File: src/rtl/vid_regport.sv
module vid_regport #(
  parameter int VA_W  = 14,
  parameter int PAL_W = 6,
  parameter int PAL_N = 32
) (
  input  logic              clk,
  input  logic              rst_n,
  input  logic [15:0]       cpu_addr,
  input  logic [7:0]        cpu_wdata,
  input  logic              cpu_rd,
  input  logic              cpu_wr,
  output logic [7:0]        cpu_rdata,
  input  logic [2:0]        status_in,
  output logic              status_rd,
  output logic [7:0]        ctrl_q,
  output logic [7:0]        mask_q,
  output logic [7:0]        scroll_x,
  output logic [7:0]        scroll_y,
  output logic [VA_W-1:0]   vaddr,
  output logic [VA_W-1:0]   mem_addr,
  output logic [7:0]        mem_wdata,
  output logic              mem_rd,
  output logic              mem_wr,
  input  logic [7:0]        mem_rdata,
  output logic [$clog2(PAL_N)-1:0] pal_addr,
  output logic [PAL_W-1:0]  pal_wdata,
  output logic              pal_we,
  input  logic [PAL_W-1:0]  pal_rdata
);
  localparam int PA_W = $clog2(PAL_N);
  localparam int HI_W = VA_W - 8;

  localparam logic [2:0] R_CTRL = 3'd0, R_MASK = 3'd1, R_STAT = 3'd2,
                         R_SCRL = 3'd5, R_PTR  = 3'd6, R_DATA = 3'd7;

  logic [7:0]      latch_q, rbuf_q;
  logic [HI_W-1:0] hi_q;
  logic            tog_q, fetch_q;

  logic            sel, rd_s, wr_s, is_pal, data_acc;
  logic [2:0]      rsel;
  logic [VA_W-1:0] step;
  logic [PAL_W-1:0] pal_val;
  logic [7:0]      rd_val;

  assign sel      = cpu_addr[15:13] == 3'b001;
  assign rsel     = cpu_addr[2:0];
  assign rd_s     = cpu_rd & sel;
  assign wr_s     = cpu_wr & ~cpu_rd & sel;
  assign is_pal   = vaddr[VA_W-1:8] == {HI_W{1'b1}} - HI_W'(6'h00) && vaddr[VA_W-1:8] == HI_W'(6'h3F);
  assign data_acc = (rd_s | wr_s) && rsel == R_DATA;
  assign step     = ctrl_q[2] ? VA_W'(32) : VA_W'(1);
  assign pal_val  = pal_rdata & (mask_q[0] ? PAL_W'(6'h30) : {PAL_W{1'b1}});

  assign status_rd = rd_s && rsel == R_STAT;
  assign pal_addr  = vaddr[PA_W-1:0];
  assign pal_wdata = cpu_wdata[PAL_W-1:0];
  assign pal_we    = wr_s && rsel == R_DATA && is_pal;

  always_comb begin
    case (rsel)
      R_STAT:  rd_val = {status_in, latch_q[4:0]};
      R_DATA:  rd_val = is_pal ? {latch_q[7:PAL_W], pal_val} : rbuf_q;
      default: rd_val = latch_q;
    endcase
  end

  always_ff @(posedge clk) begin
    if (!rst_n) begin
      cpu_rdata <= '0;
      ctrl_q    <= '0;
      mask_q    <= '0;
      scroll_x  <= '0;
      scroll_y  <= '0;
      vaddr     <= '0;
      hi_q      <= '0;
      tog_q     <= 1'b0;
      latch_q   <= '0;
      rbuf_q    <= '0;
      fetch_q   <= 1'b0;
      mem_addr  <= '0;
      mem_wdata <= '0;
      mem_rd    <= 1'b0;
      mem_wr    <= 1'b0;
    end else begin
      mem_rd  <= 1'b0;
      mem_wr  <= 1'b0;
      fetch_q <= mem_rd;
      if (fetch_q) rbuf_q <= mem_rdata;

      if (wr_s) begin
        latch_q <= cpu_wdata;
        case (rsel)
          R_CTRL: ctrl_q <= cpu_wdata;
          R_MASK: mask_q <= cpu_wdata;
          R_SCRL: begin
            if (tog_q) scroll_y <= cpu_wdata;
            else       scroll_x <= cpu_wdata;
            tog_q <= ~tog_q;
          end
          R_PTR: begin
            if (tog_q) vaddr <= {hi_q, cpu_wdata};
            else       hi_q  <= cpu_wdata[HI_W-1:0];
            tog_q <= ~tog_q;
          end
          R_DATA: begin
            if (!is_pal) begin
              mem_wr    <= 1'b1;
              mem_addr  <= vaddr;
              mem_wdata <= cpu_wdata;
            end
          end
          default: ;
        endcase
      end

      if (rd_s) begin
        cpu_rdata <= rd_val;
        if (rsel == R_STAT) begin
          latch_q <= rd_val;
          tog_q   <= 1'b0;
        end
        if (rsel == R_DATA) begin
          latch_q  <= rd_val;
          mem_rd   <= 1'b1;
          mem_addr <= vaddr;
        end
      end

      if (data_acc) vaddr <= vaddr + step;
    end
  end
endmodule

File: config.mk
export PLATFORM = sky130hd
export DESIGN_NAME = vid_regport
export DESIGN_NICKNAME = d
export VERILOG_FILES = /design/src/rtl/vid_regport.sv
export SDC_FILE = /design/constraint.sdc
export NUM_CORES = 1
export LEC_CHECK = 0
export BUFFER_PORTS_ARGS = -buffer_cell sky130_fd_sc_hd__clkbuf_2
export CAP_MARGIN = 20
export CORE_ASPECT_RATIO = 1.5
export CORE_MARGIN = 4
export CORE_UTILIZATION = 40
export DETAILED_ROUTE_END_ITERATION = 8
export PLACE_DENSITY_LB_ADDON = 0.3
export SETUP_SLACK_MARGIN = 0.02
export SLEW_MARGIN = 0
export SYNTH_ARGS = -nofsm -noshare
export SYNTH_HDL_FRONTEND = slang
export SYNTH_SLANG_ARGS = --single-unit
export TNS_END_PERCENT = 50
File: constraint.sdc
create_clock -name clk -period 3.8 [get_ports clk]
set_clock_uncertainty 0.1 [all_clocks]
set_input_delay 0.76 -clock clk [delete_from_list [all_inputs] [get_ports clk]]
set_output_delay 0.76 -clock clk [all_outputs]
set_load 0.01 [all_outputs]
## After elaboration in Yosys (flattened, before gate mapping)

Cells that the tools add are included.

- Logic and storage cells: 72
- Register bits after elaboration: 102
- Output and inout port bits: 91
- Bits of input ports: 45

- Equality and inequality tests: 7
- Reduce and logical (&&, ||, !) cells: 18
- Multiplexer cells: 23
- Add/sub/neg operators: 1
- Bitwise gates (word level): 8

Operator list:

| kind | count |
|---|---|
| $mux 14 | 9 |
| $mux 8 | 5 |
| $reduce_and 3->1 | 6 |
| $pmux 8 s2 | 1 |
| $add 14x6->14 | 1 |
| $eq 3x3->1 const B | 3 |
| $and 6x6->6 | 1 |
| $eq 3x1->1 const B | 2 |
| $eq 6x6->1 const B | 1 |
| $mux 1 | 6 |
| $mux 6 | 1 |
| $reduce_and 2->1 | 3 |
| $reduce_bool 2->1 | 3 |
| $logic_and 1x1->1 | 4 |
| $mux 4 | 1 |
| $and 1x1->1 | 3 |
| $eq 3x2->1 const B | 1 |
| $logic_not 3->1 | 1 |
| $not 1->1 | 3 |
| $reduce_or 2->1 | 1 |
| $or 1x1->1 | 1 |

## Longest topological paths before layout

Gate-level depths: netlist of run 1.

- Depth after elaboration: 7
- Mapped depth: 8

## Least setup slack after synthesis of run 1

No wires, ideal clock.

- Path kind: input port to output port
- Start: in cpu_addr[14]
- End: out pal_we
- Setup slack: 1,281 ps
- Data arrival time: 1,659 ps
- Stages: 4
- Cells stage by stage: nor3b_4 -> nand2_4 -> clkbuf_1 -> nor3_1

- Word-level cells in the longest chain between the ends: 4

RTL lines:

| item | line | text |
|---|---|---|
| start, declared | 8 | `input logic [15:0] cpu_addr,` |
| $eq 3x1->1 | 46 | `assign sel = cpu_addr[15:13] == 3'b001;` |
| $and 1x1->1 | 49 | `assign wr_s = cpu_wr & ~cpu_rd & sel;` |
| $logic_and 1x1->1 (2 in series) | 58 | `assign pal_we = wr_s && rsel == R_DATA && is_pal;` |
| end, declared | 27 | `output logic pal_we,` |

No other way between the ends.

## Worst setup path in the final report of run 1

- Start: reg vaddr[9]
- End: out pal_we

- Word-level cells in the longest chain between the ends: 2

RTL lines:

| item | line | text |
|---|---|---|
| start, declared | 19 | `output logic [VA_W-1:0] vaddr,` |
| start signal, assigned | 102 | `if (tog_q) vaddr <= {hi_q, cpu_wdata};` |
| start signal, assigned | 130 | `if (data_acc) vaddr <= vaddr + step;` |
| $eq 6x6->1 | 50 | `assign is_pal = vaddr[VA_W-1:8] == {HI_W{1'b1}} - HI_W'(6'h00) && vaddr[VA_W-1:8] == HI_W'(6'h3F);` |
| $logic_and 1x1->1 | 58 |  |

No other way between the ends.

==> metrics.yaml, run 1 <==
outcome:
  outcome: "finished, final reports clean"
yosys:
  sequential_area_share_after_synthesis_pct: 46.0
  syn-num-nets: 546
  synth_enable_flop_cells: 0
  syn-instance-count: 498
  main_combinational_cell_family_by_area_after_synthesis: "simple AND/OR/NAND/NOR gates"
  synth-xor-area-share_pct: 0.592
  top_cells_by_count_synth: "sky130_fd_sc_hd__dfxtp_1, sky130_fd_sc_hd__nand2_1, sky130_fd_sc_hd__a21oi_1"
  average_instance_area_after_synthesis_um2: 8.91
  yosys.area_share.simple_pct: 19.7
  post-synth-top-area-cell: "sky130_fd_sc_hd__dfxtp_1"
  synth_largest_type_area_fraction_pct: 46.0
  ys_seq_elements: 102
  cells_taking_the_most_area_after_synthesis: "sky130_fd_sc_hd__dfxtp_1, sky130_fd_sc_hd__mux2i_1, sky130_fd_sc_hd__a21oi_1"
  asyncSetResetFlopFracSynth_pct: 0
  synth-main-ff-cell: "sky130_fd_sc_hd__dfxtp_1"
  synth.yosys.warnings: 0
  synthAdderAreaFrac_pct: 0.846
  synthDistinctLibCells: 50
  yosys-mux-area-fraction_pct: 10.3
  synth_compound_area_share_pct: 16.9
  mappedNetlistArea_mm2: 0.00444
  synth.most_common_cell: "sky130_fd_sc_hd__dfxtp_1"
detailed_routing:
  drt_pass1_iterations: 4
  remaining_drc_errors: 0
  wirelength_um: 12700
  first_iter_violations: 209
  route.detailed.vias_per_inst: 5.40
  vias: 4012
  post_drt_wl_per_cell_um: 17.2
  antenna_left: 0
power:
  cellPowerDensity_mw_per_mm2: 390
  power.static_leakage_nw: 2.18
  ir_worst_vdd_mv: 0.217
worst_setup_path:
  critical_path_class: "register to output pin"
  cp_max_fo: 16
  wp_depth: 4
  worstReg2RegStart: "vaddr[9]$_SDFFE_PN0P_"
  buf_inv_stages_crit_path: 1
  worst-r2r-cell-count: 5
  setup.worst_path.start: "vaddr[9]$_SDFFE_PN0P_"
  crit_path_max_incr_delay_ns: 0.49
  timing.critical_path.cells: "and4_1 -> nand3_2 -> nor3_1 -> clkbuf_2"
  ff2ff_setup_slack_ns: 1.32
  worstSetupStartpointType: "register"
  arr_time_crit_path_ns: 1.99
  critPathCapture: "pal_we"
  critical_path_required_ns: 2.94
  cp-end-kind: "output pin"
  critPathSlowestCell: "sky130_fd_sc_hd__dfxtp_1"
  critical_path.top_delay_family: "simple AND/OR/NAND/NOR gates"
floorplan:
  design.die.area_mm2: 0.0129
  floorplan_row_count: 46
  die_height_um: 137
  fp.dieW_um: 94.0
  placeableCoreArea_mm2: 0.0107
  boundaryPins: 136
  floorplan.initialDensity_pct: 41.4
grt:
  groute.layer.met2.usage_pct: 34.8
  vias_in_the_first_global_route: 3843
  grt_use_met3_pct: 3.91
  grt_overflow: 0
  grt_antenna_before_repair: 0
  grt.busiest_layer: "met2"
  largest_net_degree_at_the_start_of_global_routing: 67
  grtUsageTotal_pct: 20.1
  grtUsageMet1_pct: 24.1
  wire_length_of_the_first_global_routing_pass_um: 20100
final_layout:
  antenna_cells: 0
  layout-area-overhead-vs-synth_pct: 20.8
  drive_above_1_share_pct: 28.2
  finish.net_count: 643
  final_cell_count_no_fill: 743
place:
  hpwl_um: 9140
  gp_congestion: 0.836
  dp.cells: 727
  port_buffers: 125
clock_network:
  clkSlewWorstSetupHoldPaths_ns: 0.06
  setup_bufs_post_cts: 0
  cts.htree.levels: 3
  insertion_delay_ns: 0.34
  cts_hold_buffers: 0
  tritoncts.num_buffers: 9
  clock_sink_count: 102
  cts_root_buffer: "sky130_fd_sc_hd__clkbuf_16"
  cts_tree: "done"
  cts_max_path_buffers: 2
  cts_resized: 0
timing:
  finalMaxSlewViolations: 0
  fin_crit_sh_pct: 75.0
  timing.fmax_mhz: 351
  finalHoldViolations: 0
  timing_worst_slew_pin_value_ns: 0.981
  min_period_ns: 2.85
  worst_slew_margin_rel_pct: 34.3
  fin_tns_setup_ns: 0
  timing.final.setup_violations: 0
  rsz_0062_raised_after_global_routing: "false"
run:
  drv_cap: 0
min_path:
  hold_path.class: "register to register"
==> through the flow <==
stage	worst slack (ns)	total power [mW]	hold WS, ns	instance area (µm²)	util, %
6_report	0.951	2.09	0.356	5360	50.1
5_1_grt	0.837	2.17	0.379	5360	50.1
4_1_cts	0.930	2.11	0.359	5340	49.9
3_5_place_dp	0.951	1.21	0.349	5050	47.2
3_3_place_gp	0.989	1.21	0.340	5050	47.2
2_1_floorplan	1.28	1.16	0.354	4440	-
==> worst reg2reg max path: stages, from the launching register on <==
cell and delay [ns]:
sky130_fd_sc_hd__dfxtp_1 0.49, sky130_fd_sc_hd__and4_1 0.34, sky130_fd_sc_hd__nand3_2 0.35, sky130_fd_sc_hd__o21ai_1 0.84
sky130_fd_sc_hd__nand2_1 0.13, sky130_fd_sc_hd__a21oi_1 0.16
==> routing by layer <==
layer  routed length (µm)  part of all wire (%)
met5                    0                     0
met4                  255                   2.0
met3                  671                   5.3
met2                 6640                    52
met1                 5170                    41
==> layout by cell type, fill, tap and decap left out, types with 2 or more instances in the layout <==
cell type	n
sky130_fd_sc_hd__nand3_1	33
sky130_fd_sc_hd__clkbuf_1	4
sky130_fd_sc_hd__mux2_2	7
sky130_fd_sc_hd__xor2_1	2
sky130_fd_sc_hd__and2_1	4
sky130_fd_sc_hd__and4_1	2
sky130_fd_sc_hd__ha_1	3
sky130_fd_sc_hd__inv_1	3
sky130_fd_sc_hd__a221oi_1	5
sky130_fd_sc_hd__a22oi_1	3
sky130_fd_sc_hd__dfxtp_1	102
sky130_fd_sc_hd__a31oi_1	2
sky130_fd_sc_hd__nor3b_1	7
sky130_fd_sc_hd__nand2_1	57
sky130_fd_sc_hd__o21a_1	2
sky130_fd_sc_hd__o21ai_0	23
sky130_fd_sc_hd__o21ai_2	8
sky130_fd_sc_hd__a21oi_1	52
sky130_fd_sc_hd__a211oi_1	6
sky130_fd_sc_hd__nor3_1	6
sky130_fd_sc_hd__clkbuf_2	125
sky130_fd_sc_hd__nand3_2	4
sky130_fd_sc_hd__o211ai_1	7
sky130_fd_sc_hd__nor2_1	40
sky130_fd_sc_hd__nand4_1	2
sky130_fd_sc_hd__a32oi_1	7
sky130_fd_sc_hd__and3_1	7
sky130_fd_sc_hd__clkbuf_16	9
sky130_fd_sc_hd__mux2i_1	38
sky130_fd_sc_hd__buf_4	5
==> cell families (layout without fill, tap and decap cells) <==
group                      Yosys count  count (layout)
xor gates and xnor gates             3               3
adders and majority gates            3               3
muxes                               45              45
AOI/OAI and AO/OA                  121             121
and+or+nand+nor                    175             175
DFF                                102             102
buffers and inverters               49             150
==> cell type report <==
| cell class | count | area, µm² |
|---|---|---|
| clock inverter | 1 | 30.0 |
| clock buffer | 14 | 254 |
| fill | 1076 | 5350 |
| inverter | 4 | 15.0 |
| multi-input combinational | 347 | 2150 |
| timing repair buffer | 131 | 683 |
| tap | 144 | 180 |
| sequential | 102 | 2040 |
==> worst min path at each step <==
stage	startpoint	end	slack [ns]	cells past startpoint
after global placement	ctrl_q[3]$_SDFFE_PN0P_	ctrl_q[3]$_SDFFE_PN0P_	0.34	2
after floorplan	rbuf_q[5]$_SDFFE_PN0P_	rbuf_q[5]$_SDFFE_PN0P_	0.35	2
after CTS	register	register	0.36	2
after global routing	scroll_x[6]$_SDFFE_PN0P_	scroll_x[6]$_SDFFE_PN0P_	0.38	2
final	ctrl_q[6]$_SDFFE_PN0P_	ctrl_q[6]$_SDFFE_PN0P_	0.36	2
after detailed placement	ctrl_q[3]$_SDFFE_PN0P_	ctrl_q[3]$_SDFFE_PN0P_	0.35	2
==> power breakdown <==
group / internal, mW / switching, mW
clock: 0.527 / 0.378
sequential: 1.07 / 0.00305
combinational: 0.0346 / 0.0753
No activity file was read; power rests on OpenSTA's default activity.
==> run 2, diff against run 1 <==
==> constraint.sdc (replaced) <==
create_clock -name clk -period 2.97 [get_ports clk]
set_clock_uncertainty 0.1 [all_clocks]
set_input_delay 0.594 -clock clk [delete_from_list [all_inputs] [get_ports clk]]
set_output_delay 0.594 -clock clk [all_outputs]
set_load 0.01 [all_outputs]
==> metrics.yaml, run 2 (synthesis gave the netlist of run 1 again) <==
floorplan:
  fp.dieW_um: 94.0  # unchanged
  floorplan_row_count: 46  # unchanged
  floorplan.initialDensity_pct: 41.4  # unchanged
  die_height_um: 137  # unchanged
  boundaryPins: 136  # unchanged
  design.die.area_mm2: 0.0129  # unchanged
  placeableCoreArea_mm2: 0.0107  # unchanged
worst_setup_path:
  worstReg2RegStart: "ctrl_q[2]$_SDFFE_PN0P_"
  timing.critical_path.cells: "and4_1 -> nand3_2 -> nor3_1 -> clkbuf_2"
  critical_path_required_ns: 2.28  # -0.66 ns
  critical_path.top_delay_family: "simple AND/OR/NAND/NOR gates"
  cp-end-kind: "output pin"
  setup.worst_path.start: "vaddr[9]$_SDFFE_PN0P_"
  critPathSlowestCell: "sky130_fd_sc_hd__dfxtp_1"
  critical_path_class: "register to output pin"
  ff2ff_setup_slack_ns: 0.74  # -0.58 ns
  critPathCapture: "pal_we"
  arr_time_crit_path_ns: 1.83  # -0.16 ns
  crit_path_max_incr_delay_ns: 0.49  # about the same
  regToRegEndpoint: "vaddr[12]$_SDFFE_PN0P_"
  worstSetupStartpointType: "register"
  buf_inv_stages_crit_path: 1  # unchanged
  cp_max_fo: 9  # -7
  wp_depth: 4  # unchanged
  worst-r2r-cell-count: 7  # +2
final_layout:
  final_common_cell: "sky130_fd_sc_hd__clkbuf_2"
  final-seq-area_mm2: 0.00204  # unchanged
  drive_above_1_share_pct: 29.4  # +1.2 points
  multi_input_comb_area_mm2: 0.00215  # unchanged
  finish.net_count: 651  # +1.2%
  most_used_cells_in_the_layout_excluding_fill_and_tap_cells: "sky130_fd_sc_hd__clkbuf_2, sky130_fd_sc_hd__dfxtp_1, sky130_fd_sc_hd__nand2_1"
  layout-area-overhead-vs-synth_pct: 21.8
  fill_cells: 1070  # -0.56%
  antenna_cells: 0  # unchanged
grt:
  grtUsageMet1_pct: 25.1  # +1.0 points
  groute.layer.met2.usage_pct: 35.0  # +0.24 points
  vias_in_the_first_global_route: 3832  # -0.29%
  grt_use_met3_pct: 3.08  # -0.83 points
  grt.busiest_layer: "met2"
  largest_net_degree_at_the_start_of_global_routing: 49  # -27%
  grt_overflow: 0  # unchanged
  grtUsageTotal_pct: 20.3  # +0.20 points
  grt_antenna_before_repair: 0  # unchanged
  wire_length_of_the_first_global_routing_pass_um: 20300  # +1.3%
run:
  drv_cap: 0  # unchanged
power:
  cellPowerDensity_mw_per_mm2: 482  # +24%
  power.static_leakage_nw: 2.21  # +1.3%
  clkPwrFrac_pct: 41.7  # -1.6 points
  power.share.switching_pct: 22.9  # +1.1 points
  pwr-share-seq_pct: 52.8  # +1.3 points
  combPwrFrac_pct: 5.5  # +0.2 points
  net-switching-power_mw: 0.597  # +31%
  total_power_mw: 2.61  # +25%
  internal-power_mw: 2.01  # +23%
  ir_worst_vdd_mv: 0.240  # +11%
clock_network:
  clock_sink_count: 102  # unchanged
  cts_hold_buffers: 0  # unchanged
  cts_root_buffer: "sky130_fd_sc_hd__clkbuf_16"
  clkSlewWorstSetupHoldPaths_ns: 0.06  # about the same
  insertion_delay_ns: 0.34  # about the same
  cts_max_path_buffers: 2  # unchanged
  tritoncts.num_buffers: 9  # unchanged
  setup_bufs_post_cts: 0  # unchanged
  cts.htree.levels: 3  # unchanged
  cts_tree: "done"
  cts_resized: 0  # unchanged
detailed_routing:
  antenna_left: 0  # unchanged
  vias: 4059  # +1.2%
  first_iter_violations: 249  # +19%
  post_drt_wl_per_cell_um: 17.0  # -0.80%
  drt_pass1_iterations: 4  # unchanged
  wirelength_um: 12800  # +0.40%
  remaining_drc_errors: 0  # unchanged
  route.detailed.vias_per_inst: 5.40  # about the same
place:
  hpwl_um: 9220  # +0.89%
  port_buffers: 125  # unchanged
  gp_congestion: 0.848  # +1.5%
timing:
  fin_tns_setup_ns: 0  # unchanged
  min_period_ns: 2.53
  worst_slew_margin_rel_pct: 34.9  # +0.55 points
  rsz_0062_raised_after_global_routing: "false"
  finalHoldViolations: 0  # unchanged
  fin_crit_sh_pct: 85.1
  timing.fmax_mhz: 396
  finalMaxSlewViolations: 0  # unchanged
  timing_worst_slew_pin_value_ns: 0.973  # -0.00826 ns
  timing.final.setup_violations: 0  # unchanged
min_path:
  hold_path.startpoint: "ctrl_q[6]$_SDFFE_PN0P_"
  hold_path.class: "register to register"
outcome:
  outcome: "finished, final reports clean"
-- run 2: cell count changes in the layout (fill, tap and decap cells not counted) --
cell / before / now
sky130_fd_sc_hd__buf_4: 5 / 13
sky130_fd_sc_hd__clkinvlp_4: 0 / 2
sky130_fd_sc_hd__bufinv_16: 1 / 0
sky130_fd_sc_hd__clkbuf_1: 4 / 3
sky130_fd_sc_hd__clkinv_2: 0 / 1
-- run 2: final cells by class --
cell class | instances | area share [%]
clock inverters | 3 | 0.370
repair buffers | 139 | 13.8
inverters | 4 | 0.278
clock buffers | 13 | 4.63
flip-flops and latches | 102 | 37.8
multi-input cells | 347 | 39.9
well taps | 144 | 3.33
-- run 2: worst register-to-register path, delay by kind of cell (launching register included) --
family,cells,cell delay [ns]
AOI/OAI and AO/OA,2,0.79
adders and majority gates,2,0.41
buffers and inverters,1,0.07
DFF,1,0.41
and+or+nand+nor,2,0.35
-- run 2: how the worst min path moves through the flow --
stage                                         to  slack (ns)  depth (start not counted)
after floorplan           rbuf_q[5]$_SDFFE_PN0P_        0.35                          2
after global placement    ctrl_q[3]$_SDFFE_PN0P_        0.34                          2
after detailed placement                register        0.35                          2
after CTS                               register        0.36                          2
after global routing                    register        0.38                          2
final                     ctrl_q[6]$_SDFFE_PN0P_        0.35                          2
-- run 2: per-layer routing --
layer | up-vias | share of wire (%) | wire length [µm]
met5 | - | 0 | 0
li1 | 1983 | - | -
met4 | 0 | 2.7 | 350
met3 | 23 | 4.9 | 626
met2 | 117 | 52 | 6620
met1 | 1936 | 41 | 5200
-- run 2: power by group through the flow --
stage	combinational (mW)	sequential, mW	clock, mW
after floorplan	0.0719	1.41	0
after global placement	0.141	1.41	0
after detailed placement	0.143	1.41	0
after CTS	0.143	1.38	1.11
after global routing	0.156	1.38	1.18
final	0.142	1.38	1.09
-- run 2: stage by stage --
stage                     cells  setup WS [ns]  cell area (µm²)  util, %  hold WS (ns)
after floorplan             498          0.783             4440        -         0.354
after global placement      736          0.343             5130     48.0         0.340
after detailed placement    736          0.273             5130     48.0         0.345
after CTS                   752          0.444             5410     50.5         0.355
after global routing        752          0.354             5410     50.5         0.381
final                       752          0.443             5410     50.5         0.353
